<file path="config.mk">
export PLATFORM = sky130hd
export DESIGN_NAME = xy_agu
export DESIGN_NICKNAME = d
export VERILOG_FILES = /design/src/rtl/xy_agu_pkg.sv /design/src/rtl/xy_agu_next.sv /design/src/rtl/xy_agu_lane.sv /design/src/rtl/xy_agu.sv
export SDC_FILE = /design/constraint.sdc
export NUM_CORES = 1
export LEC_CHECK = 0
export BUFFER_PORTS_ARGS = -buffer_cell sky130_fd_sc_hd__buf_2
export CAP_MARGIN = 20
export CORE_MARGIN = 3
export CORE_UTILIZATION = 45
export DETAILED_ROUTE_END_ITERATION = 7
export SLEW_MARGIN = 20
export SYNTH_ARGS = -nofsm -noshare
export SYNTH_HDL_FRONTEND = slang
export SYNTH_HIERARCHICAL = 1
export SYNTH_SLANG_ARGS = --single-unit
</file>
<file path="constraint.sdc">
create_clock -name clk -period 4.3 [get_ports clk]
set_clock_uncertainty 0.2 [all_clocks]
set_input_delay 0 -clock clk [delete_from_list [all_inputs] [get_ports clk]]
set_output_delay 0 -clock clk [all_outputs]
set_load 0.1 [all_outputs]
</file>
<file path="src/rtl/xy_agu_pkg.sv">
package xy_agu_pkg;

    // Post-update behaviour selected per side and per request.
    typedef enum logic [1:0] {
        UPD_HOLD  = 2'b00,
        UPD_INC2  = 2'b01,
        UPD_INDEX = 2'b10,
        UPD_RSVD  = 2'b11
    } upd_mode_e;

    localparam int REG_NUM_W  = 4;
    localparam int WORD_BYTES = 2;

    // Register numbers seen by the write port.
    localparam logic [REG_NUM_W-1:0] RN_XP0  = 4'd4;
    localparam logic [REG_NUM_W-1:0] RN_XP1  = 4'd5;
    localparam logic [REG_NUM_W-1:0] RN_YP0  = 4'd6;
    localparam logic [REG_NUM_W-1:0] RN_YP1  = 4'd7;
    localparam logic [REG_NUM_W-1:0] RN_XIDX = 4'd8;
    localparam logic [REG_NUM_W-1:0] RN_YIDX = 4'd9;
    localparam logic [REG_NUM_W-1:0] RN_XBEG = 4'd10;
    localparam logic [REG_NUM_W-1:0] RN_XEND = 4'd11;
    localparam logic [REG_NUM_W-1:0] RN_YBEG = 4'd12;
    localparam logic [REG_NUM_W-1:0] RN_YEND = 4'd13;

endpackage

</file>
<file path="src/rtl/xy_agu_next.sv">
module xy_agu_next
    import xy_agu_pkg::*;
#(
    parameter int AW = 16
) (
    input  logic [AW-1:0] cur,
    input  logic [AW-1:0] idx,
    input  logic [AW-1:0] beg,
    input  logic [AW-1:0] fin,
    input  upd_mode_e     mode,
    input  logic          mod_en,
    output logic [AW-1:0] nxt
);

    localparam logic [AW-1:0] STEP_WORD = AW'(WORD_BYTES);

    logic [AW-1:0] step;
    logic [AW-1:0] sum;
    logic          moving;
    logic          wrap;

    always_comb begin
        unique case (mode)
            UPD_INC2:  step = STEP_WORD;
            UPD_INDEX: step = idx;
            default:   step = '0;
        endcase
        moving = (mode == UPD_INC2) || (mode == UPD_INDEX);
        sum    = cur + step;
        wrap   = moving && mod_en && (cur == fin);
        if (wrap) begin
            nxt = beg;
        end else if (moving) begin
            nxt = sum;
        end else begin
            nxt = cur;
        end
    end

endmodule

</file>
<file path="src/rtl/xy_agu_lane.sv">
module xy_agu_lane
    import xy_agu_pkg::*;
#(
    parameter int                     AW     = 16,
    parameter logic [REG_NUM_W-1:0]   RN_P0  = 4'd4,
    parameter logic [REG_NUM_W-1:0]   RN_P1  = 4'd5,
    parameter logic [REG_NUM_W-1:0]   RN_IDX = 4'd8,
    parameter logic [REG_NUM_W-1:0]   RN_BEG = 4'd10,
    parameter logic [REG_NUM_W-1:0]   RN_END = 4'd11
) (
    input  logic                 clk,
    input  logic                 rst_n,
    input  logic                 req_en,
    input  logic                 req_sel,
    input  upd_mode_e            req_mode,
    input  logic                 mod_en,
    input  logic                 wr_en,
    input  logic [REG_NUM_W-1:0] wr_num,
    input  logic [AW-1:0]        wr_data,
    output logic [AW-1:0]        acc_addr,
    output logic                 acc_vld,
    output logic [AW-1:0]        wb_ptr
);

    typedef struct packed {
        logic [1:0][AW-1:0] ptr;
        logic [AW-1:0]      idx;
        logic [AW-1:0]      beg;
        logic [AW-1:0]      fin;
        logic [AW-1:0]      addr;
        logic [AW-1:0]      wb;
        logic               vld;
    } lane_st_t;

    lane_st_t      st_d;
    lane_st_t      st_q;
    logic [AW-1:0] cur;
    logic [AW-1:0] nxt;

    assign cur = st_q.ptr[req_sel];

    xy_agu_next #(.AW(AW)) u_next (
        .cur    (cur),
        .idx    (st_q.idx),
        .beg    (st_q.beg),
        .fin    (st_q.fin),
        .mode   (req_mode),
        .mod_en (mod_en),
        .nxt    (nxt)
    );

    always_comb begin
        st_d     = st_q;
        st_d.vld = 1'b0;
        if (req_en) begin
            st_d.addr          = {cur[AW-1:1], 1'b0};
            st_d.vld           = 1'b1;
            st_d.wb            = nxt;
            st_d.ptr[req_sel]  = nxt;
        end
        // A register write lands after the update so it wins a collision.
        if (wr_en) begin
            if (wr_num == RN_P0)  st_d.ptr[0] = wr_data;
            if (wr_num == RN_P1)  st_d.ptr[1] = wr_data;
            if (wr_num == RN_IDX) st_d.idx    = wr_data;
            if (wr_num == RN_BEG) st_d.beg    = wr_data;
            if (wr_num == RN_END) st_d.fin    = wr_data;
        end
    end

    always_ff @(posedge clk) begin
        if (!rst_n) begin
            st_q <= '0;
        end else begin
            st_q <= st_d;
        end
    end

    assign acc_addr = st_q.addr;
    assign acc_vld  = st_q.vld;
    assign wb_ptr   = st_q.wb;

endmodule

</file>
<file path="src/rtl/xy_agu.sv">
module xy_agu
    import xy_agu_pkg::*;
#(
    parameter int AW = 16
) (
    input  logic                 clk,
    input  logic                 rst_n,
    input  logic                 x_en,
    input  logic                 x_sel,
    input  logic [1:0]           x_mode,
    input  logic                 x_mod_en,
    input  logic                 y_en,
    input  logic                 y_sel,
    input  logic [1:0]           y_mode,
    input  logic                 y_mod_en,
    input  logic                 wr_en,
    input  logic [REG_NUM_W-1:0] wr_num,
    input  logic [AW-1:0]        wr_data,
    output logic [AW-1:0]        x_addr,
    output logic                 x_addr_vld,
    output logic [AW-1:0]        x_wb,
    output logic [AW-1:0]        y_addr,
    output logic                 y_addr_vld,
    output logic [AW-1:0]        y_wb
);

    localparam int NSIDE = 2;

    localparam logic [REG_NUM_W-1:0] P0_TAB  [NSIDE] = '{RN_XP0,  RN_YP0};
    localparam logic [REG_NUM_W-1:0] P1_TAB  [NSIDE] = '{RN_XP1,  RN_YP1};
    localparam logic [REG_NUM_W-1:0] IDX_TAB [NSIDE] = '{RN_XIDX, RN_YIDX};
    localparam logic [REG_NUM_W-1:0] BEG_TAB [NSIDE] = '{RN_XBEG, RN_YBEG};
    localparam logic [REG_NUM_W-1:0] END_TAB [NSIDE] = '{RN_XEND, RN_YEND};

    logic [NSIDE-1:0]         en_v;
    logic [NSIDE-1:0]         sel_v;
    logic [NSIDE-1:0][1:0]    mode_v;
    logic [NSIDE-1:0]         mod_v;
    logic [NSIDE-1:0][AW-1:0] addr_v;
    logic [NSIDE-1:0]         vld_v;
    logic [NSIDE-1:0][AW-1:0] wb_v;

    assign en_v   = {y_en, x_en};
    assign sel_v  = {y_sel, x_sel};
    assign mode_v = {y_mode, x_mode};
    assign mod_v  = {y_mod_en, x_mod_en};

    for (genvar g = 0; g < NSIDE; g++) begin : g_side
        xy_agu_lane #(
            .AW     (AW),
            .RN_P0  (P0_TAB[g]),
            .RN_P1  (P1_TAB[g]),
            .RN_IDX (IDX_TAB[g]),
            .RN_BEG (BEG_TAB[g]),
            .RN_END (END_TAB[g])
        ) u_lane (
            .clk      (clk),
            .rst_n    (rst_n),
            .req_en   (en_v[g]),
            .req_sel  (sel_v[g]),
            .req_mode (upd_mode_e'(mode_v[g])),
            .mod_en   (mod_v[g]),
            .wr_en    (wr_en),
            .wr_num   (wr_num),
            .wr_data  (wr_data),
            .acc_addr (addr_v[g]),
            .acc_vld  (vld_v[g]),
            .wb_ptr   (wb_v[g])
        );
    end

    assign x_addr     = addr_v[0];
    assign x_addr_vld = vld_v[0];
    assign x_wb       = wb_v[0];
    assign y_addr     = addr_v[1];
    assign y_addr_vld = vld_v[1];
    assign y_wb       = wb_v[1];

endmodule

</file>
==> results.sh, run 1 <==
export IMPL_outcome="finished, final reports clean"
export IMPL_critical_path_data_arrival_time_ns=3.67
export IMPL_synth_cell_type_count=60
export IMPL_fin_util=0.514
export IMPL_primary_ff_master_synth="sky130_fd_sc_hd__dfxtp_1"
export IMPL_timing_critical_path_slowest_cell_delay_ns=0.54
export IMPL_grt_setup_unrepaired="false"
export IMPL_ir_drop_mv=0.292
export IMPL_clk_path_buf_depth=3
export IMPL_area_delta_synth_final_pct=10.6
export IMPL_first_global_vias=9589
export IMPL_final_seq_area_um2=4480
export IMPL_core_rowCount=60
export IMPL_final_setup_worst_slack_ns=0.888
export IMPL_report_final_setup_viol=0
export IMPL_slew_headroom=0.315
export IMPL_worst_r2r_startpoint="g_side[0].u_lane/st_q[110]"
export IMPL_die_width_um=174
export IMPL_numCtsBuffers=27
export IMPL_seq_area_frac_synth=0.352
export IMPL_cts_repair_resize_count=0
export IMPL_antenna_found_initial=3
export IMPL_drive_gt1_frac=0.148
export IMPL_residual_drc_count=0
export IMPL_nFillCells=2647
export IMPL_die_y_um=174
export IMPL_tritoncts="yes"
export IMPL_path_clk_slew_ns=0.06
export IMPL_finalSetupTns_ns=0
export IMPL_timing_critical_path_cells="mux2_2 -> xnor2_1 -> nand4_1 -> nor4b_1 -> nand3_1 -> buf_4 -> a21oi_1 -> mux2i_1 -> a21oi_1"
export IMPL_cp_end_kind="register"
export IMPL_final_cell_area_um2=14100
export IMPL_worst_r2r_setup_slack_ns=0.89
export IMPL_critical_path_top_cell_by_count="sky130_fd_sc_hd__a21oi_1"
export IMPL_synth_area_um2=12700
export IMPL_min_path_cells=4
export IMPL_critPathLaunchType="register"
export IMPL_rr_worst_depth=9
export IMPL_clock_tree_root_cell="sky130_fd_sc_hd__clkbuf_16"
export IMPL_slew_viol_final=0
export IMPL_cp_class="register to register"
export IMPL_route_final_wire_length_um=35800
export IMPL_final_hold_violation_count=0
export IMPL_fmax_achieved_ghz=0.293
export IMPL_worst_hold_startpoint="y_sel"
export IMPL_synth_net_count=1474
export IMPL_final_estimated_routing_congestion_in_global_placement=0.898
export IMPL_insertion_delay_ns=0.54
export IMPL_syn_mean_instance_area_um2=9.07
export IMPL_first_pass_detailed_route_iteration_total=6
export IMPL_dp_slack_ns=0.650
export IMPL_htreeDepth=1
export IMPL_gr_usage_all_layers=0.229
export IMPL_portBuffers=96
export IMPL_syn_instance_count=1405
export IMPL_worstHoldEndpoint="g_side[1].u_lane/acc_addr[6]"
export IMPL_synth_edf_count=0
export IMPL_grt_start_max_net_pins=144
export IMPL_yosys_warnings=6
export IMPL_tightestPinTransition_ns=1.03
export IMPL_core_area_um2=27400
export IMPL_async_reset_ff_frac=0
export IMPL_critical_path_slowest_cell="sky130_fd_sc_hd__nor4b_1"
export IMPL_cts_sinks=224
export IMPL_power_per_cell_area_nw_per_um2=387
export IMPL_design_portCount=99
export IMPL_routed_via_count=9871
export IMPL_route_detailed_vias_per_inst=5.43
export IMPL_cp_data_required_time_ns=4.56
export IMPL_drv_max_cap_violation_count=0
export IMPL_globalRouteOverflowTotal=0
export IMPL_timing_final_crit_period_ns=3.41
export IMPL_initial_utilization=0.465
export IMPL_dp_final_hpwl_um=24400
export IMPL_detail_route_iter0_violations=664
export IMPL_grt_pass1_wl_um=55400
export IMPL_worst_hold_path_type="input pin to register"
export IMPL_critical_path_peak_fanout=21
export IMPL_final_nets=1491
export IMPL_dpl_instance_area_um2=12900
export IMPL_die_area_um2=30400
export IMPL_timing_rr_end="g_side[0].u_lane/st_q[109]"
export IMPL_standby_leakage_power_uw=0.00608
export IMPL_synth_seq_cells=224
export IMPL_route_detailed_wl_per_inst_um=19.7
export IMPL_part_of_the_cycle_the_worst_path_needs=0.794
export IMPL_area_used_by_multi_input_combinational_logic_um2=7260
export IMPL_postRouteAntennaNets=0
[cell families after synthesis]
group	synth area share
other	0.000589
buffers and inverters	0.0790
AO/OA/AOI/OAI	0.131
adder cells (fa/ha/maj)	0.0365
flip-flops	0.352
multiplexers	0.212
XOR/XNOR	0.0316
AND/OR/NAND/NOR	0.157
[synth_stat cells, drive strengths merged, types with 12 or more instances]
master / number / area (um^2)
mux2i: 232 / 2320
dfxtp: 224 / 4480
nand2: 157 / 592
a21oi: 126 / 631
buf: 106 / 758
nor2b: 68 / 425
nor2: 52 / 200
clkbuf: 51 / 191
o21ai: 36 / 188
ha: 34 / 425
mux2: 34 / 383
o31ai: 32 / 240
xnor2: 32 / 280
and2: 30 / 188
nand2b: 22 / 140
o41ai: 18 / 158
a21o: 14 / 108
inv: 14 / 52.6
xor2: 14 / 123
nor3: 12 / 82.6
[per-layer routing]
metal | track usage | share of wire | up-vias
li1 | - | - | 4919
met4 | 0.0650 | 0.029 | 0
met1 | 0.301 | 0.45 | 4651
met5 | 0 | 0 | -
met3 | 0.0295 | 0.046 | 62
met2 | 0.393 | 0.48 | 239
[area by class of cell]
class | instances | share of cell area
clock buffers | 38 | 0.0558
clock inverters | 12 | 0.00559
inverters | 15 | 0.00399
diodes | 2 | 0.000355
well taps | 372 | 0.0330
flip-flops and latches | 224 | 0.318
repair buffers | 145 | 0.0681
multi-input cells | 1009 | 0.515
[sequential cells by signal, indices dropped and copies added (netlist names)]
signal / count
g_side.u_lane/acc_addr: 30
g_side.u_lane/st_q: 160
g_side.u_lane/wb_ptr: 32
g_side.u_lane/acc_vld: 2
[through the flow]
step | std cells | power, uW | hold WS (ns)
floorplan | 1405 | 3050 | -0.0214
CTS | 1813 | 5510 | 0.101
finish | 1817 | 5460 | 0.125
detailed placement | 1732 | 3280 | 0.216
global placement | 1732 | 3270 | 0.209
global route | 1817 | 5660 | 0.138
[repair_timing]
item / CTS / global route
hold buffers: 31 / 0
endpoints found under the hold margin: 221 / 0
setup buffers: 0 / 0
[power breakdown]
part           internal [uW]  switching, uW  total [uW]
combinational            310            747        1060
sequential              2160           40.9        2200
clock                   1280            924        2200
total                   3750           1710        5460
[placed cells by master, fill, tap and decap left out, types with 15 or more instances in the layout]
| master | instances |
|---|---|
| sky130_fd_sc_hd__a21oi_1 | 126 |
| sky130_fd_sc_hd__and2_1 | 30 |
| sky130_fd_sc_hd__buf_2 | 95 |
| sky130_fd_sc_hd__buf_4 | 15 |
| sky130_fd_sc_hd__clkbuf_16 | 27 |
| sky130_fd_sc_hd__dfxtp_1 | 224 |
| sky130_fd_sc_hd__dlygate4sd3_1 | 31 |
| sky130_fd_sc_hd__ha_1 | 34 |
| sky130_fd_sc_hd__mux2_2 | 34 |
| sky130_fd_sc_hd__mux2i_1 | 232 |
| sky130_fd_sc_hd__nand2_1 | 156 |
| sky130_fd_sc_hd__nand2b_1 | 21 |
| sky130_fd_sc_hd__nor2_1 | 50 |
| sky130_fd_sc_hd__nor2b_1 | 66 |
| sky130_fd_sc_hd__o21ai_0 | 34 |
| sky130_fd_sc_hd__o31ai_1 | 32 |
| sky130_fd_sc_hd__o41ai_1 | 18 |
| sky130_fd_sc_hd__xnor2_1 | 32 |
[critical path, delay by kind of cell (launching register included)]
family          cells  cell delay, ns
compound gates      2            0.62
xor+xnor            1            0.20
buf+inv             1            0.36
flops               1            0.31
mux                 2            0.52
simple gates        3            1.13
[how the worst max path moves through the flow]
stage,from,to,depth (start not counted)
global placement,x_sel,g_side[0].u_lane/st_q[96],12
detailed placement,y_mode[0],g_side[1].u_lane/st_q[112],16
CTS,g_side[0].u_lane/st_q[103],g_side[0].u_lane/st_q[112],11
floorplan,y_mode[0],g_side[1].u_lane/st_q[96],17
finish,g_side[0].u_lane/st_q[110],g_side[0].u_lane/st_q[109],9
global route,g_side[1].u_lane/st_q[101],g_side[1].u_lane/st_q[96],11
No activity file was read; power rests on OpenSTA's default activity.
==> inputs of run 2 (changes only) <==
PLACE_DENSITY = 0.65   (was not set)
clock period = 2.8 ns   (was 4.3 ns; I/O delays follow)
==> results.sh, run 2 (synthesis gave the netlist of run 1 again) <==
export IMPL_detail_route_iter0_violations=769
export IMPL_path_clk_slew_ns=0.06
export IMPL_top_register="g_side.u_lane/st_q"
export IMPL_drv_max_cap_violation_count=0
export IMPL_timing_critical_path_cells="mux2_4 -> ha_4 -> buf_6 -> a311o_1 -> a221oi_4 -> mux2i_1 -> o21ai_2 -> xor2_1 -> mux2_4 -> mux2i_1 -> a21oi_1"
export IMPL_dpl_instance_area_um2=14000
export IMPL_drive_gt1_frac=0.303
export IMPL_cp_class="register to register"
export IMPL_grt_pass1_wl_um=60700
export IMPL_grt_start_max_net_pins=85
export IMPL_worstHoldEndpoint="g_side[1].u_lane/acc_addr[6]"
export IMPL_hold_ws_ns=0.0955
export IMPL_timing_critical_path_depth=11
export IMPL_area_used_by_multi_input_combinational_logic_um2=8070
export IMPL_final_seq_area_um2=4500
export IMPL_final_hold_violation_count=0
export IMPL_critical_path_data_arrival_time_ns=3.26
export IMPL_final_estimated_routing_congestion_in_global_placement=0.979
export IMPL_rr_worst_depth=11
export IMPL_slew_viol_final=0
export IMPL_timing_final_crit_period_ns=3.07
export IMPL_wl_met2_um=19100
export IMPL_fmax_achieved_ghz=0.325
export IMPL_power_per_cell_area_nw_per_um2=558
export IMPL_grt_setup_unrepaired="true"
export IMPL_die_width_um=174
export IMPL_tightestPinTransition_ns=1.01
export IMPL_failed_checks="negative setup slack"
export IMPL_cts_sinks=224
export IMPL_core_area_um2=27400
export IMPL_core_rowCount=60
export IMPL_clock_tree_root_cell="sky130_fd_sc_hd__clkbuf_16"
export IMPL_dp_final_hpwl_um=26800
export IMPL_timing_critical_path_max_delay_family="multiplexers"
export IMPL_slew_headroom=0.328
export IMPL_worst_r2r_setup_slack_ns=-0.27
export IMPL_worst_r2r_startpoint="g_side[0].u_lane/st_q[89]"
export IMPL_critical_path_peak_fanout=6
export IMPL_top_layer="met4"
export IMPL_final_setup_worst_slack_ns=-0.273
export IMPL_area_delta_synth_final_pct=26.0
export IMPL_part_of_the_cycle_the_worst_path_needs=1.10
export IMPL_timing_rr_end="g_side[0].u_lane/st_q[112]"
export IMPL_timing_critical_path_slowest_cell_delay_ns=0.38
export IMPL_met1_length_um=16800
export IMPL_route_detailed_vias_per_inst=5.53
export IMPL_mostFrequentLayoutCell="sky130_fd_sc_hd__mux2i_1"
export IMPL_numCtsBuffers=25
export IMPL_routed_via_count=10767
export IMPL_portBuffers=96
export IMPL_tritoncts="yes"
export IMPL_die_y_um=174
export IMPL_die_area_um2=30400
export IMPL_final_nets=1626
export IMPL_residual_drc_count=0
export IMPL_critical_path_slowest_cell="sky130_fd_sc_hd__a311o_1"
export IMPL_nFillCells=2410
export IMPL_placed_cells_incl_taps=1864
export IMPL_worst_hold_startpoint="y_sel"
export IMPL_first_pass_detailed_route_iteration_total=5
export IMPL_postRouteAntennaNets=0
export IMPL_min_path_cells=5
export IMPL_report_final_setup_viol=48
export IMPL_outcome="finished, violations left"
export IMPL_initial_utilization=0.465
export IMPL_standby_leakage_power_uw=0.00687
export IMPL_dp_slack_ns=-0.566
export IMPL_clk_path_buf_depth=3
export IMPL_critPathLaunchType="register"
export IMPL_route_detailed_wl_per_inst_um=20.3
export IMPL_cp_end_kind="register"
export IMPL_design_portCount=99
export IMPL_commonest_cells_after_routing_fill_and_taps_aside="232 x sky130_fd_sc_hd__mux2i_1, 208 x sky130_fd_sc_hd__dfxtp_1, 156 x sky130_fd_sc_hd__nand2_1"
export IMPL_insertion_delay_ns=0.54
export IMPL_antenna_cells=0
export IMPL_post_layout_nonfiller_instances=1948
export IMPL_worst_hold_path_type="input pin to register"
export IMPL_final_cell_area_um2=16100
export IMPL_ir_drop_mv=0.480
export IMPL_route_met3_wl_um=1980
export IMPL_first_global_vias=10677
export IMPL_finalSetupTns_ns=-3.85
export IMPL_globalRouteOverflowTotal=0
export IMPL_worstPathBufferInverterCount=1
export IMPL_antenna_found_initial=0
export IMPL_max_ffs_per_register=160
export IMPL_cp_data_required_time_ns=2.99
export IMPL_htreeDepth=1
export IMPL_route_final_wire_length_um=39500
export IMPL_gr_usage_all_layers=0.250
==> run 2: changes by cell type in the layout (fill, tap and decap cells not counted), sizes merged <==
cell,delta
buf,+143
bufinv,+4
clkinv,-1
dlygate4sd3,-6
clkinvlp,-2
clkbuf,-4
diode,-2
inv,-1
==> run 2: worst max path at each step <==
stage / start / end / slack [ns]
after floorplan: y_mode[1] / g_side[1].u_lane/st_q[96] / -0.21
after global placement: x_sel / g_side[0].u_lane/st_q[110] / -0.51
after detailed placement: y_sel / g_side[1].u_lane/st_q[82] / -0.57
after CTS: g_side[0].u_lane/st_q[89] / g_side[0].u_lane/st_q[112] / -0.28
after global routing: g_side[0].u_lane/st_q[87] / g_side[0].u_lane/st_q[112] / -0.37
final: g_side[0].u_lane/st_q[89] / g_side[0].u_lane/st_q[112] / -0.27
==> run 2: power breakdown <==
group | switching, uW | internal (uW)
clock | 1370 | 2120
combinational | 1330 | 754
sequential | 69.8 | 3320
total | 2770 | 6190
==> run 2: layout make-up <==
cell class / count / share of cell area
clock inverters: 12 / 0.0104
well taps: 372 / 0.0290
repair buffers: 282 / 0.130
multi-input cells: 1009 / 0.503
clock buffers: 34 / 0.0436
inverters: 15 / 0.00413
flip-flops and latches: 224 / 0.281
==> run 2: stage by stage <==
| stage | power (uW) | utilization |
|---|---|---|
| 4_1_cts | 8900 | 0.572 |
| 3_5_place_dp | 5240 | 0.512 |
| 6_report | 8960 | 0.586 |
| 3_3_place_gp | 5220 | 0.512 |
| 2_1_floorplan | 4730 | - |
| 5_1_grt | 9270 | 0.586 |
==> run 2: worst min-delay path: stages <==
cell and delay [ns]:
sky130_fd_sc_hd__buf_2 0.23, sky130_fd_sc_hd__mux2_4 0.28, sky130_fd_sc_hd__buf_4 0.12, sky130_fd_sc_hd__mux2i_1 0.06, sky130_fd_sc_hd__nor2b_1 0.09
==> run 2: timing repair <==
action,in CTS,in global routing
gates resized for setup,93,89
endpoints found under the setup margin,96,96
pin swaps,72,54
setup buffers,7,9
hold buffers,25,0
cloned,2,1
endpoints found under the hold margin,196,0
==> run 2: metal layers <==
metal  up-vias  track usage
li1       5187            -
met1      5178        0.317
met2       322        0.432
met3        80       0.0343
met4         0       0.0968
met5         -            0
==> inputs of run 3 (changes only) <==
SYNTH_HIERARCHICAL = not set   (was 1)
==> results.sh, run 3 <==
export IMPL_mostFrequentLayoutCell="sky130_fd_sc_hd__nand2_1"
export IMPL_portBuffers=96
export IMPL_core_area_um2=26400
export IMPL_die_area_um2=29100
export IMPL_grt_start_max_net_pins=54
export IMPL_cts_sinks=224
export IMPL_antenna_found_initial=0
export IMPL_ir_drop_mv=0.412
export IMPL_final_setup_worst_slack_ns=-0.269
export IMPL_fmax_achieved_ghz=0.326
export IMPL_synth_cell_type_count=60
export IMPL_area_delta_synth_final_pct=32.1
export IMPL_placed_cells_incl_taps=1987
export IMPL_primary_ff_master_synth="sky130_fd_sc_hd__dfxtp_1"
export IMPL_die_y_um=170
export IMPL_cp_end_kind="register"
export IMPL_timing_critical_path_cells="mux2i_1 -> inv_2 -> ha_4 -> a21oi_1 -> o211ai_1 -> nand3_2 -> a21oi_2 -> o211a_1 -> nor4_4 -> buf_4 -> nor4_1 -> a311oi_1 -> o22ai_1"
export IMPL_ys_top_cells_by_count="348 x sky130_fd_sc_hd__nand2_1, 224 x sky130_fd_sc_hd__dfxtp_1, 159 x sky130_fd_sc_hd__a21oi_1, 120 x sky130_fd_sc_hd__nor2_1, 99 x sky130_fd_sc_hd__clkbuf_1"
export IMPL_detail_route_iter0_violations=1324
export IMPL_clk_path_buf_depth=3
export IMPL_failed_checks="negative setup slack"
export IMPL_route_met3_wl_um=4320
export IMPL_grt_pass1_wl_um=59500
export IMPL_power_switching_uw=2950
export IMPL_syn_instance_count=1576
export IMPL_timing_final_crit_period_ns=3.07
export IMPL_synth_area_um2=12200
export IMPL_synth_edf_count=0
export IMPL_async_reset_ff_frac=0
export IMPL_top_layer="met4"
export IMPL_critical_path_peak_fanout=5
export IMPL_p_seq_frac=0.379
export IMPL_htreeDepth=1
export IMPL_power_per_cell_area_nw_per_um2=562
export IMPL_power_share_switching=0.326
export IMPL_first_global_vias=10617
export IMPL_design_portCount=99
export IMPL_p_int_uw=6090
export IMPL_final_hold_violation_count=0
export IMPL_numCtsBuffers=25
export IMPL_core_rowCount=59
export IMPL_critical_path_slowest_cell="sky130_fd_sc_hd__dfxtp_2"
export IMPL_met1_length_um=18600
export IMPL_timing_critical_path_max_delay_family="compound AO/OA/AOI/OAI gates"
export IMPL_critPathLaunchType="register"
export IMPL_slew_headroom=0.436
export IMPL_routed_via_count=11819
export IMPL_wl_met2_um=16500
export IMPL_worst_hold_path_type="input pin to register"
export IMPL_dp_slack_ns=-0.847
export IMPL_yosys_area_top_type="sky130_fd_sc_hd__dfxtp_1"
export IMPL_first_pass_detailed_route_iteration_total=5
export IMPL_die_width_um=170
export IMPL_antenna_cells=0
export IMPL_worstPathBufferInverterCount=2
export IMPL_yosys_cell_count_top_type="sky130_fd_sc_hd__nand2_1"
export IMPL_standby_leakage_power_uw=0.00652
export IMPL_outcome="finished, violations left"
export IMPL_route_final_wire_length_um=40400
export IMPL_report_final_setup_viol=37
export IMPL_max_ffs_per_register=160
export IMPL_yosys_warnings=0
export IMPL_post_layout_nonfiller_instances=2093
export IMPL_dp_final_hpwl_um=26600
export IMPL_commonest_cells_after_routing_fill_and_taps_aside="342 x sky130_fd_sc_hd__nand2_1, 198 x sky130_fd_sc_hd__dfxtp_1, 156 x sky130_fd_sc_hd__buf_4"
export IMPL_cp_class="register to register"
export IMPL_grt_setup_unrepaired="true"
export IMPL_tightestPinTransition_ns=0.844
export IMPL_post_synth_main_area_contributors="sky130_fd_sc_hd__dfxtp_1 37%, sky130_fd_sc_hd__nand2_1 11%, sky130_fd_sc_hd__a21oi_1 6.5%, sky130_fd_sc_hd__mux2i_1 4.4%, sky130_fd_sc_hd__buf_4 4.0%"
export IMPL_synth_seq_cells=224
export IMPL_route_detailed_wl_per_inst_um=19.3
export IMPL_globalRouteOverflowTotal=0
export IMPL_gr_usage_all_layers=0.257
export IMPL_drive_gt1_frac=0.315
export IMPL_synth_largest_type_area_fraction=0.368
export IMPL_worst_r2r_setup_slack_ns=-0.27
export IMPL_seq_area_frac_synth=0.368
export IMPL_tritoncts="yes"
export IMPL_final_nets=1809
export IMPL_slew_viol_final=0
export IMPL_path_clk_slew_ns=0.06
export IMPL_share_clk_of_total_power=0.369
export IMPL_timing_critical_path_slowest_cell_delay_ns=0.32
export IMPL_critical_path_data_arrival_time_ns=3.27
export IMPL_postRouteAntennaNets=0
export IMPL_drv_max_cap_violation_count=0
export IMPL_part_of_the_cycle_the_worst_path_needs=1.10
export IMPL_clock_tree_root_cell="sky130_fd_sc_hd__clkbuf_16"
export IMPL_cp_data_required_time_ns=3.00
export IMPL_initial_utilization=0.462
export IMPL_final_estimated_routing_congestion_in_global_placement=0.908
export IMPL_insertion_delay_ns=0.52
export IMPL_residual_drc_count=0
export IMPL_top_register="g_side.u_lane.st_q"
export IMPL_finalSetupTns_ns=-4.37
export IMPL_route_detailed_vias_per_inst=5.65
export IMPL_power_share_combinational=0.252
export IMPL_syn_mean_instance_area_um2=7.72
## run 3: cell types whose count changed after synthesis, sizes merged, moves of 21 or more
cell / delta
nand2: +191
mux2i: -169
nor2: +68
nor2b: -57
clkbuf: +48
a21oi: +41
o21ai: +36
o31ai: -31
a211oi: +30
inv: +30
mux2: -29
buf: -26
a311oi: +25
a31oi: +21
## run 3: path summary, 6_finish.rpt
| check | startpoint | to | cells past startpoint |
|---|---|---|---|
| worst min-delay path | y_sel | g_side[1].u_lane.acc_addr[2] | 5 |
| worst max register to register | g_side[0].u_lane.st_q[101] | g_side[0].u_lane.st_q[96] | 13 |
| worst max-delay path | g_side[0].u_lane.st_q[101] | g_side[0].u_lane.st_q[96] | 13 |
| worst min register to register | g_side[1].u_lane.st_q[68] | g_side[1].u_lane.st_q[68] | 2 |
## run 3: timing repair
item,CTS,global route
hold buffers,32,0
pin swaps,64,103
gates resized for setup,80,176
endpoints found under the hold margin,213,0
gates cloned,0,3
buffers inserted,10,21
setup endpoints to repair,67,93
## run 3: final cells by class
cell class                 instances  area [um^2]
clock buffer                      36          747
clock inverter                     9         87.6
fill                            2205        10300
inverter                          44          183
multi-input combinational       1130         7700
sequential                       224         4520
tap                              335          419
timing repair buffer             315         2420
## run 3: metrics by stage
step                power, uW  hold slack [ns]  instance area, um^2   util
finish                   9040           0.0231                16100  0.610
global route             9320           0.0365                16100  0.610
CTS                      8780           0.0196                15100  0.573
detailed placement       5380            0.186                13500  0.513
global placement         5360            0.181                13500  0.513
floorplan                4880           0.0890                12300      -
## run 3: worst register-to-register path, cell delays in order (launching register included)
cell,delay [ns]
sky130_fd_sc_hd__dfxtp_2,0.32
sky130_fd_sc_hd__mux2i_1,0.20
sky130_fd_sc_hd__inv_2,0.12
sky130_fd_sc_hd__ha_4,0.28
sky130_fd_sc_hd__a21oi_1,0.22
sky130_fd_sc_hd__o211ai_1,0.18
sky130_fd_sc_hd__nand3_2,0.16
sky130_fd_sc_hd__a21oi_2,0.11
sky130_fd_sc_hd__o211a_1,0.26
sky130_fd_sc_hd__nor4_4,0.24
sky130_fd_sc_hd__buf_4,0.19
sky130_fd_sc_hd__nor4_1,0.06
sky130_fd_sc_hd__a311oi_1,0.27
sky130_fd_sc_hd__o22ai_1,0.13
## run 3: per-layer routing
layer	vias to the layer above	track usage
met3	76	0.0451
met4	0	0.0635
met1	5547	0.399
met2	594	0.366
met5	-	0
li1	5602	-
## run 3: power groups by stage
stage                     sequential [uW]  clock (uW)  combinational [uW]
after floorplan                      3470           0                1410
after global placement               3470           0                1880
after detailed placement             3480           0                1900
after CTS                            3410        3370                2000
after global routing                 3440        3480                2390
final                                3430        3340                2270
## run 3: logic make-up (layout without fill, tap and decap cells)
group / after synthesis / in the layout / synth area share
AO/OA/AOI/OAI: 376 / 376 / 0.193
XOR/XNOR: 56 / 56 / 0.0403
adder cells (fa/ha/maj): 36 / 36 / 0.0382
buffers and inverters: 223 / 404 / 0.0920
flip-flops: 224 / 224 / 0.368
multiplexers: 68 / 68 / 0.0602
other: 1 / 2 / 0.000308
AND/OR/NAND/NOR: 592 / 592 / 0.207
